File: src/rtl/midi_pkg.sv
`timescale 1ns/1ps
package midi_pkg;

  localparam int DATA_BITS = 8;
  localparam int FRAME_BITS = DATA_BITS + 2;

  localparam logic [1:0] ADDR_STATUS = 2'd0;
  localparam logic [1:0] ADDR_DATA   = 2'd1;

  localparam int ST_RX_FULL  = 7;
  localparam int ST_FRAME_ERR = 4;
  localparam int ST_TX_DONE  = 2;
  localparam int ST_TX_EMPTY = 1;

  typedef struct packed {
    logic txLoad;
    logic txShift;
    logic txFinish;
    logic rxShift;
    logic rxCommit;
    logic rxRead;
  } strobe_t;

  typedef enum logic [2:0] {
    RX_IDLE,
    RX_START,
    RX_DATA,
    RX_STOP,
    RX_HOLD
  } rx_state_t;

endpackage

File: src/rtl/midi_ref_div.sv
`timescale 1ns/1ps
module midi_ref_div #(
  parameter int REF_DIV = 2
) (
  input  logic clk,
  input  logic rst_n,
  output logic refTick
);

  localparam int CW = (REF_DIV > 1) ? $clog2(REF_DIV) : 1;

  generate
    if (REF_DIV <= 1) begin : gen_bypass
      assign refTick = rst_n;
    end else begin : gen_count
      logic [CW-1:0] refCnt;
      always_ff @(posedge clk) begin
        if (!rst_n) begin
          refCnt <= '0;
        end else if (refCnt == CW'(REF_DIV - 1)) begin
          refCnt <= '0;
        end else begin
          refCnt <= refCnt + 1'b1;
        end
      end
      assign refTick = (refCnt == CW'(REF_DIV - 1));
    end
  endgenerate

endmodule

File: src/rtl/midi_ctrl.sv
`timescale 1ns/1ps
module midi_ctrl
  import midi_pkg::*;
#(
  parameter int OVERSAMPLE = 16
) (
  input  logic       clk,
  input  logic       rst_n,
  input  logic       refTick,
  input  logic [1:0] regAddr,
  input  logic       regWrEn,
  input  logic       regRdEn,
  input  logic       rxLine,
  output strobe_t    stb,
  output logic       txBusy
);

  localparam int CNT_W = $clog2(OVERSAMPLE);
  localparam int HALF  = OVERSAMPLE / 2;
  localparam int TXI_W = $clog2(FRAME_BITS);
  localparam int RXI_W = $clog2(DATA_BITS);
  localparam logic [CNT_W-1:0] CNT_LAST  = CNT_W'(OVERSAMPLE - 1);
  localparam logic [CNT_W-1:0] CNT_HALF  = CNT_W'(HALF - 1);
  localparam logic [TXI_W-1:0] TXI_LAST  = TXI_W'(FRAME_BITS - 1);
  localparam logic [RXI_W-1:0] RXI_LAST  = RXI_W'(DATA_BITS - 1);

  // transmit sequencing
  logic [CNT_W-1:0] txCnt;
  logic [TXI_W-1:0] txIdx;
  logic             txBitEnd;

  // receive sequencing
  rx_state_t        rxState;
  logic [CNT_W-1:0] rxCnt;
  logic [RXI_W-1:0] rxIdx;
  logic             rxAtEnd;

  always_comb begin
    txBitEnd     = txBusy && refTick && (txCnt == CNT_LAST);
    rxAtEnd      = refTick && (rxCnt == CNT_LAST);
    stb.txLoad   = regWrEn && (regAddr == ADDR_DATA) && !txBusy;
    stb.txShift  = txBitEnd && (txIdx != TXI_LAST);
    stb.txFinish = txBitEnd && (txIdx == TXI_LAST);
    stb.rxShift  = (rxState == RX_DATA) && rxAtEnd;
    stb.rxCommit = (rxState == RX_STOP) && rxAtEnd;
    stb.rxRead   = regRdEn && (regAddr == ADDR_DATA);
  end

  always_ff @(posedge clk) begin
    if (!rst_n) begin
      txBusy <= 1'b0;
      txCnt  <= '0;
      txIdx  <= '0;
    end else if (stb.txLoad) begin
      txBusy <= 1'b1;
      txCnt  <= '0;
      txIdx  <= '0;
    end else if (txBusy && refTick) begin
      if (txCnt == CNT_LAST) begin
        txCnt <= '0;
        if (txIdx == TXI_LAST) begin
          txBusy <= 1'b0;
        end else begin
          txIdx <= txIdx + 1'b1;
        end
      end else begin
        txCnt <= txCnt + 1'b1;
      end
    end
  end

  always_ff @(posedge clk) begin
    if (!rst_n) begin
      rxState <= RX_IDLE;
      rxCnt   <= '0;
      rxIdx   <= '0;
    end else begin
      case (rxState)
        RX_IDLE: begin
          if (refTick && !rxLine) begin
            rxState <= RX_START;
            rxCnt   <= '0;
          end
        end
        RX_START: begin
          if (refTick) begin
            if (rxCnt == CNT_HALF) begin
              rxCnt <= '0;
              rxIdx <= '0;
              rxState <= rxLine ? RX_IDLE : RX_DATA;
            end else begin
              rxCnt <= rxCnt + 1'b1;
            end
          end
        end
        RX_DATA: begin
          if (refTick) begin
            if (rxCnt == CNT_LAST) begin
              rxCnt <= '0;
              if (rxIdx == RXI_LAST) begin
                rxState <= RX_STOP;
              end else begin
                rxIdx <= rxIdx + 1'b1;
              end
            end else begin
              rxCnt <= rxCnt + 1'b1;
            end
          end
        end
        RX_STOP: begin
          if (refTick) begin
            if (rxCnt == CNT_LAST) begin
              rxCnt   <= '0;
              rxState <= rxLine ? RX_IDLE : RX_HOLD;
            end else begin
              rxCnt <= rxCnt + 1'b1;
            end
          end
        end
        RX_HOLD: begin
          if (rxLine) begin
            rxState <= RX_IDLE;
          end
        end
        default: rxState <= RX_IDLE;
      endcase
    end
  end

endmodule

File: src/rtl/midi_datapath.sv
`timescale 1ns/1ps
module midi_datapath
  import midi_pkg::*;
(
  input  logic                 clk,
  input  logic                 rst_n,
  input  strobe_t              stb,
  input  logic [1:0]           regAddr,
  input  logic [DATA_BITS-1:0] regWrData,
  input  logic                 rxIn,
  input  logic                 txBusy,
  output logic                 txOut,
  output logic                 rxLine,
  output logic                 rxFull,
  output logic                 txDone,
  output logic [7:0]           regRdData
);

  logic                  rxMeta;
  logic [FRAME_BITS-1:0] txFrame;
  logic [DATA_BITS-1:0]  rxShreg;
  logic [DATA_BITS-1:0]  rxData;
  logic                  frameErr;
  logic [7:0]            statusByte;

  // two-flop synchroniser on the serial input
  always_ff @(posedge clk) begin
    if (!rst_n) begin
      rxMeta <= 1'b1;
      rxLine <= 1'b1;
    end else begin
      rxMeta <= rxIn;
      rxLine <= rxMeta;
    end
  end

  // transmit frame: bit 0 is on the line, ones fill from the top
  always_ff @(posedge clk) begin
    if (!rst_n) begin
      txFrame <= '1;
    end else if (stb.txLoad) begin
      txFrame <= {1'b1, regWrData, 1'b0};
    end else if (stb.txShift) begin
      txFrame <= {1'b1, txFrame[FRAME_BITS-1:1]};
    end
  end
  assign txOut = txFrame[0];

  always_ff @(posedge clk) begin
    if (!rst_n) begin
      rxShreg <= '0;
    end else if (stb.rxShift) begin
      rxShreg <= {rxLine, rxShreg[DATA_BITS-1:1]};
    end
  end

  always_ff @(posedge clk) begin
    if (!rst_n) begin
      rxData   <= '0;
      rxFull   <= 1'b0;
      frameErr <= 1'b0;
    end else if (stb.rxCommit) begin
      rxData   <= rxShreg;
      rxFull   <= 1'b1;
      frameErr <= !rxLine;
    end else if (stb.rxRead) begin
      rxFull <= 1'b0;
    end
  end

  always_ff @(posedge clk) begin
    if (!rst_n) begin
      txDone <= 1'b0;
    end else if (stb.txFinish) begin
      txDone <= 1'b1;
    end else if (stb.txLoad) begin
      txDone <= 1'b0;
    end
  end

  always_comb begin
    statusByte               = '0;
    statusByte[ST_RX_FULL]   = rxFull;
    statusByte[ST_FRAME_ERR] = frameErr;
    statusByte[ST_TX_DONE]   = txDone;
    statusByte[ST_TX_EMPTY]  = !txBusy;
    case (regAddr)
      ADDR_STATUS: regRdData = statusByte;
      ADDR_DATA:   regRdData = rxData;
      default:     regRdData = '0;
    endcase
  end

endmodule

File: src/rtl/midi_port.sv
`timescale 1ns/1ps
module midi_port
  import midi_pkg::*;
#(
  parameter int REF_DIV    = 2,
  parameter int OVERSAMPLE = 16
) (
  input  logic       clk,
  input  logic       rst_n,
  input  logic [1:0] regAddr,
  input  logic       regWrEn,
  input  logic       regRdEn,
  input  logic [7:0] regWrData,
  output logic [7:0] regRdData,
  input  logic       rxIn,
  output logic       txOut,
  output logic       thruOut,
  output logic       irq
);

  logic    refTick;
  logic    rxLine;
  logic    txBusy;
  logic    rxFull;
  logic    txDone;
  strobe_t stb;

  midi_ref_div #(.REF_DIV(REF_DIV)) refdiv_i (
    .clk     (clk),
    .rst_n   (rst_n),
    .refTick (refTick)
  );

  midi_ctrl #(.OVERSAMPLE(OVERSAMPLE)) ctrl_i (
    .clk     (clk),
    .rst_n   (rst_n),
    .refTick (refTick),
    .regAddr (regAddr),
    .regWrEn (regWrEn),
    .regRdEn (regRdEn),
    .rxLine  (rxLine),
    .stb     (stb),
    .txBusy  (txBusy)
  );

  midi_datapath dp_i (
    .clk       (clk),
    .rst_n     (rst_n),
    .stb       (stb),
    .regAddr   (regAddr),
    .regWrData (regWrData),
    .rxIn      (rxIn),
    .txBusy    (txBusy),
    .txOut     (txOut),
    .rxLine    (rxLine),
    .rxFull    (rxFull),
    .txDone    (txDone),
    .regRdData (regRdData)
  );

  assign thruOut = rxIn;
  assign irq     = rxFull | txDone;

endmodule

File: config.mk
export PLATFORM = sky130hd
export DESIGN_NAME = midi_port
export DESIGN_NICKNAME = d
export VERILOG_FILES = /design/src/rtl/midi_pkg.sv /design/src/rtl/midi_ref_div.sv /design/src/rtl/midi_ctrl.sv /design/src/rtl/midi_datapath.sv /design/src/rtl/midi_port.sv
export SDC_FILE = /design/constraint.sdc
export NUM_CORES = 1
export LEC_CHECK = 0
export ABC_CLOCK_PERIOD_IN_PS = 1450
export BUFFER_PORTS_ARGS = -buffer_cell sky130_fd_sc_hd__buf_2
export CORE_MARGIN = 2
export CORE_UTILIZATION = 35
export CTS_CLUSTER_SIZE = 30
export DETAILED_ROUTE_END_ITERATION = 16
export MAX_ROUTING_LAYER = met4
export REMOVE_ABC_BUFFERS = 1
export SLEW_MARGIN = 20
export SYNTH_ARGS = -nofsm -noshare
export SYNTH_HDL_FRONTEND = slang
export SYNTH_SLANG_ARGS = --single-unit
File: constraint.sdc
create_clock -name clk -period 1.45 [get_ports clk]
set_input_delay 0.3625 -clock clk [delete_from_list [all_inputs] [get_ports clk]]
set_output_delay 0.3625 -clock clk [all_outputs]
set_load 0.1 [all_outputs]
## Yosys cells after proc, flatten, opt, wreduce, memory -nomap -nowiden

Cells that the tools add are included.

| cells by class | value |
|---|---|
| mux-type cells | 36 |
| add/sub/neg operators | 5 |
| bitwise gates (word level) | 3 |
| equal/unequal tests | 22 |
| reduce and logical (&&, ||, !) cells | 31 |

Operator list:

| operator | number |
|---|---|
| $mux 3 | 15 |
| $mux 4 | 6 |
| $mux 9 | 2 |
| $pmux 8 s2 | 1 |
| $pmux 3 s5 | 1 |
| $reduce_bool 2->1 | 7 |
| $add 4x1->4 const B | 3 |
| $eq 4x4->1 const B | 3 |
| $ne 2x1->1 const B | 6 |
| $pmux 4 s3 | 1 |
| $logic_and 1x1->1 | 11 |
| $ne 2x2->1 const B | 5 |
| $reduce_and 9->1 | 1 |
| $mux 1 | 8 |
| $eq 3x2->1 const B | 2 |
| $eq 3x3->1 const B | 2 |
| $pmux 3 s2 | 1 |
| $reduce_and 3->1 | 2 |
| $reduce_and 6->1 | 1 |
| $reduce_or 2->1 | 3 |
| $eq 4x3->1 const B | 1 |
| $ne 4x4->1 const B | 1 |
| $reduce_and 4->1 | 1 |
| $add 3x1->3 const B | 1 |
| 10 further kinds | 12 |

| word-level totals | value |
|---|---|
| output and inout bits | 11 |
| register bits | 50 |
| logic and storage cells | 112 |
| input bits | 15 |

## Depth between registers and ports, before layout

| logic depth | value |
|---|---|
| depth after elaboration | 5 |
| gate-level depth with buffers | 6 |
| mapped depth without buffers | 6 |

## Hierarchy

From an unflattened synthesis, not the netlist that was laid out.

| unflattened totals | value |
|---|---|
| cells, all modules | 250 |
| area, all modules | 2,409.8 µm² |

Modules (own cells, without submodules):

| module | area an instance (µm²) | cells each | sequential area each (µm²) | times used |
|---|---|---|---|---|
| midi_datapath | 1,290.0 | 120 | 600.6 | 1 |
| midi_ctrl | 1,072.3 | 126 | 380.4 | 1 |
| midi_ref_div | 33.8 | 2 | 20.0 | 1 |
| midi_port | 13.8 | 2 | 0.0 | 1 |

## Worst setup path after synthesis

No wires, ideal clock.

| timing path | value |
|---|---|
| path kind | input port to output port |
| start point | in regAddr[0] |
| end point | out regRdData[1] |
| required time | 1.087 ns |
| path buffers | 1 |
| cell stages on the path | 4 |
| arrival | 1.886 ns |
| path slack | -0.799 ns |
| cells stage by stage | buf_2 -> nor2_1 -> a21oi_1 -> nor2_1 |

| on the way | value |
|---|---|
| cells in the longest elaborated chain, start to end | 2 |
| elaborated cells on any way between the ends | 3 |
| those cells by class | 1 x eq/ne; 1 x mux; 1 x reduce/logical |

Ends and longest elaborated chain:

| what | RTL line | RTL |
|---|---|---|
| start: declaration | midi_port.sv:10 | `input logic [1:0] regAddr,` |
| $eq 2x1->1 or $logic_not 2->1 (tied branches) | midi_datapath.sv:87 | `case (regAddr)` |
| $pmux 8 s2 * | midi_datapath.sv:87 |  |
| end: declaration | midi_port.sv:14 | `output logic [7:0] regRdData,` |

Mark *: on every way between the ends. The rest lies on a longest branch, timed or not.

## Final worst setup path

| timing path | value |
|---|---|
| start point | reg ctrl_i.txBusy |
| end point | out regRdData[1] |

| on the way | value |
|---|---|
| cells in the longest elaborated chain, start to end | 2 |

Ends and longest elaborated chain:

| what | RTL line | RTL |
|---|---|---|
| start: declaration | midi_ctrl.sv:15 | `output logic txBusy` |
| start signal: assignment | midi_ctrl.sv:51 | `txBusy <= 1'b0;` |
| start signal: assignment | midi_ctrl.sv:55 | `txBusy <= 1'b1;` |
| start signal: assignment | midi_ctrl.sv:62 | `txBusy <= 1'b0;` |
| $logic_not 1->1 | midi_datapath.sv:86 | `statusByte[ST_TX_EMPTY] = !txBusy;` |
| $pmux 8 s2 | midi_datapath.sv:87 |  |

Every way passes these cells.

==> impl.org <==
** Outcome
- The run finished, with violations left.
- The checks that failed: negative setup slack.

** Critical path
- The critical path in this run is classified as register to output port.
- FF-to-FF End :: dp_i.rxData[4]
- Worst Path Max Fanout :: 2
- Startpoint of the lowest-slack register-to-register path :: ctrl_i.rxCnt[0]
- Among all stages on the critical path, the largest delay is contributed by dfxtp_2.
- Cell family with the largest share of critical-path delay :: flip-flops
- STA classifies the critical path startpoint as a register.
- Data arrival at the endpoint of the critical path :: between 1000 and 1500 ps
- For the worst setup path, the data required time is 1090 ps.
- The worst setup path is captured at an output port.
- Worst r2r path cells :: 7
- The worst register-to-register path has a setup slack of -90 ps.
- The critical path goes through buf_6 -> nor2_4 -> a21oi_2 -> nor2_2 -> buf_12.
- Together, buffers and inverters on the worst path number 2.
- Slowest cell delay on critical path :: 330 ps

** Synth
- Share of async-settable or async-resettable flops after synthesis :: 0%
- Main combinational cell family by area after synthesis :: simple AND/OR/NAND/NOR gates
- Simple-gate share of the synthesized area :: 28.6%
- Number of enable flip-flop cells after synthesis :: 0
- The portion of synthesized area spent on multiplexers is 9.34%.
- After Yosys synthesis, full adders, half adders and majority gates account for 3.18% of the synthesized area.
- Warning count from the yosys run :: 0
- Synthesis produced a netlist whose cell count is 261.
- Post-synthesis share of cell area spent on xor and xnor gates :: 2.23%
- Synth unique cells :: 44
- The share of the Yosys chip area taken by registers is 42.4%.
- Post-synthesis sequential element count :: 50
- Summing the areas of all compound-gate instances in the mapped netlist gives 10.8% of the synthesized area.
- A synthesized cell averages 9.04 um^2.
- In this run the cell area of the synthesized design comes to 2360 um^2.
- For this run, the leading register cell type out of synthesis is dfxtp_1.

** Flow run
- Across the run, the number of max-cap violations was 0.

** CTS
- The H-tree was split into 2 levels.
- Clock tree synthesis selected as its root buffer the cell clkbuf_8.
- Buffers inserted during clock tree synthesis total 5.
- The longest clock path from root to sink contains 2 buffers.
- CTS clock-pin slew for the worst setup and hold paths :: 90 ps
- TritonCTS built the clock tree.
- Clock sinks :: 50
- In this run, post-CTS hold repair placed 0 buffers.
- At the later pin of the worst-skew pair, clock insertion delay measures 300 ps.

** STA
- Maximum operating frequency :: 647 MHz
- Number of hold-slack violations in the final timing report :: 0
- Tightest Pin Transition :: around 460 ps
- Summed over all failing endpoints, the final setup total negative slack is -424 ps.
- Crit path setup slack, layout :: -94.4 ps
- Fraction of the cycle the final worst path needs :: 107%
- Post-Route Skew :: 5.88 ps
- In this run the tightest slew margin relative to its limit is between 60% and 70%.
- Setup repair after global routing could not meet its margin everywhere.
- Clock period minus final worst setup slack :: 1540 ps
- Hold is met by 288 ps.
- Final setup violation count :: 8
- The max-slew violation total from the final report is 0.

** Worst hold path
- The worst hold path belongs to the class input pin to register.
- For hold timing, the worst endpoint is dp_i.rxMeta.
- In this run the most critical hold path is launched from rxIn.
- Worst hold stages :: 2

** Layout
- Final core occ :: 53.5%
- The repair_antennas step left the layout with diodes totalling 0.
- The post-route netlist has between 40% and 50% of its cells at a drive strength greater than 1.
- # nets final :: around 350
- Leaving out fill and tap cells, the most frequent cell in the layout is buf_4.
- Area delta synth->final :: 45.7%
- The library cells used most frequently in the layout, excluding fill and tap cells, are buf_4, dfxtp_1, mux2i_1.
- Final design area excluding fillers :: 3440 um^2

** Die
- The core region is about 6400 um^2.
- Number of I/O pins :: 26
- Placement row count :: 29
- The floorplan step set the die width to 86.1 um.
- Die ar. :: 7410 um^2
- The floorplan step set the die height to 86.1 um.
- Effective utilization at floorplan :: 36.7%

** Pwr
- Combinational logic burns 9.3% of the power.
- Leakage power :: 0.00141 uW
- Internal power summed over all cells :: 2010 uW
- Total power divided by cell area :: 758 nW/um^2
- Sw frac :: between 20 and 25%
- VDD IR max :: 0.485 mV
- Portion of total power attributed to the clock network :: 36.9%
- Per report_power, the sequential group accounts for 53.8% of the total.
- Net Switching :: roughly 590 uW

** Route
- First-pass iteration count of the detailed router :: 4
- Total number of vias :: 2029
- DRC viols :: 0
- Average detailed-routed wire length per instance :: about 13 um
- Vias per cell :: about 5
- Total Wirelength :: approximately 5200 um
- In this run, the number of DRC markers left after iteration 0 of detailed routing was 51.
- Once detail routing completed, the nets flagged for antenna violations numbered 0.

** Place
- Number of port buffers :: 25
- Dpl ws :: -78.8 ps
- The wire-length estimate of the detail-placed layout is 3650 um.
- The placed instances occupy a cell area of 2970 um^2.
- Routability-driven placement finished with a final weighted congestion of 0.797.

** GRT
- The first global-routing pass estimated 9050 um of wire.
- The via count of the first global-routing pass is 1996.
- Pin count of the biggest net entering global routing :: 22
- Initial antenna violation count :: 0
- All-Layer GR Usage :: around 15%
- Global routing finished with a remaining overflow of 0.
cell usage after synthesis (4+ instances only):
cell type	number	area, um^2
nor3_1	5	25.0
nand3_1	19	95.1
nand2b_1	4	25.0
a21oi_1	6	30.0
ha_1	6	75.1
mux2i_1	22	220
buf_2	8	40.0
and2_1	12	75.1
a221oi_1	7	61.3
dfxtp_1	50	1000
clkbuf_1	7	26.3
nor2b_1	18	113
nand2_1	14	52.6
o21ai_0	15	75.1
nor2_1	23	86.3
kinds of logic after synthesis:
family / after synthesis
AOI/OAI and AO/OA: 40
xor gates and xnor gates: 6
adders and majority gates: 6
buffers and inverters: 18
DFF: 50
muxes: 22
and+or+nand+nor: 119
state kept, by name, summed over array words and instances, names as in the netlist, 3 cells and up:
name	cells
ctrl_i.txCnt	4
dp_i.rxData	8
dp_i.rxShreg	8
ctrl_i.rxState	3
ctrl_i.rxCnt	4
ctrl_i.txIdx	4
dp_i.txFrame	9
ctrl_i.rxIdx	3
power groups by stage:
stage	clock network, uW	logic [uW]	registers [uW]
after global routing	1050	260	1410
after detailed placement	0	207	1430
after CTS	992	228	1400
after global placement	0	206	1430
final	961	242	1400
after floorplan	0	74.2	1440
timing repair:
item                                    in CTS  in global routing
buffers inserted                             3                  8
gates resized for setup                     47                 39
endpoints found under the setup margin      28                 43
pin swaps                                   10                 14
gates cloned                                 1                  1
area by class of cell:
cell class	instances	area [um^2]
fill	555	2990
multi-input combinational	193	1500
sequential	50	1020
timing repair buffer	73	698
tap	77	96.3
clock buffer	5	68.8
clock inverter	3	40.0
inverter	2	7.51
per-layer routing:
layer | wire (um) | track usage [%] | vias to the layer above
met4 | 44 | 3.90 | 0
met1 | 2430 | 19.0 | 954
met5 | 0 | - | -
met3 | 157 | 3.18 | 5
met2 | 2590 | 25.9 | 29
li1 | - | - | 1041
how the worst max path moves through the flow:
stage | from | end | slack, ps | depth (start not counted)
floorplan | ctrl_i.txBusy | regRdData[1] | -660 | 3
global placement | regAddr[0] | regRdData[4] | -60 | 5
detailed placement | regAddr[0] | dp_i.txFrame[7] | -80 | 5
CTS | ctrl_i.txBusy | regRdData[1] | -130 | 5
global route | ctrl_i.rxCnt[0] | dp_i.rxData[5] | -170 | 7
finish | ctrl_i.txBusy | regRdData[1] | -90 | 5
worst register-to-register path: stages (launching register included):
cell	delay [ps]
dfxtp_2	360
ha_4	140
and4b_1	250
nand4_1	160
buf_4	180
clkbuf_16	150
mux2i_1	140
nor2b_1	60
through the flow:
stage | instances | power [uW]
final | 403 | 2610
after global routing | 403 | 2720
after CTS | 397 | 2620
after detailed placement | 385 | 1640
after global placement | 385 | 1640
after floorplan | 245 | 1520
Note: power is estimated with default switching activity, not from simulation.
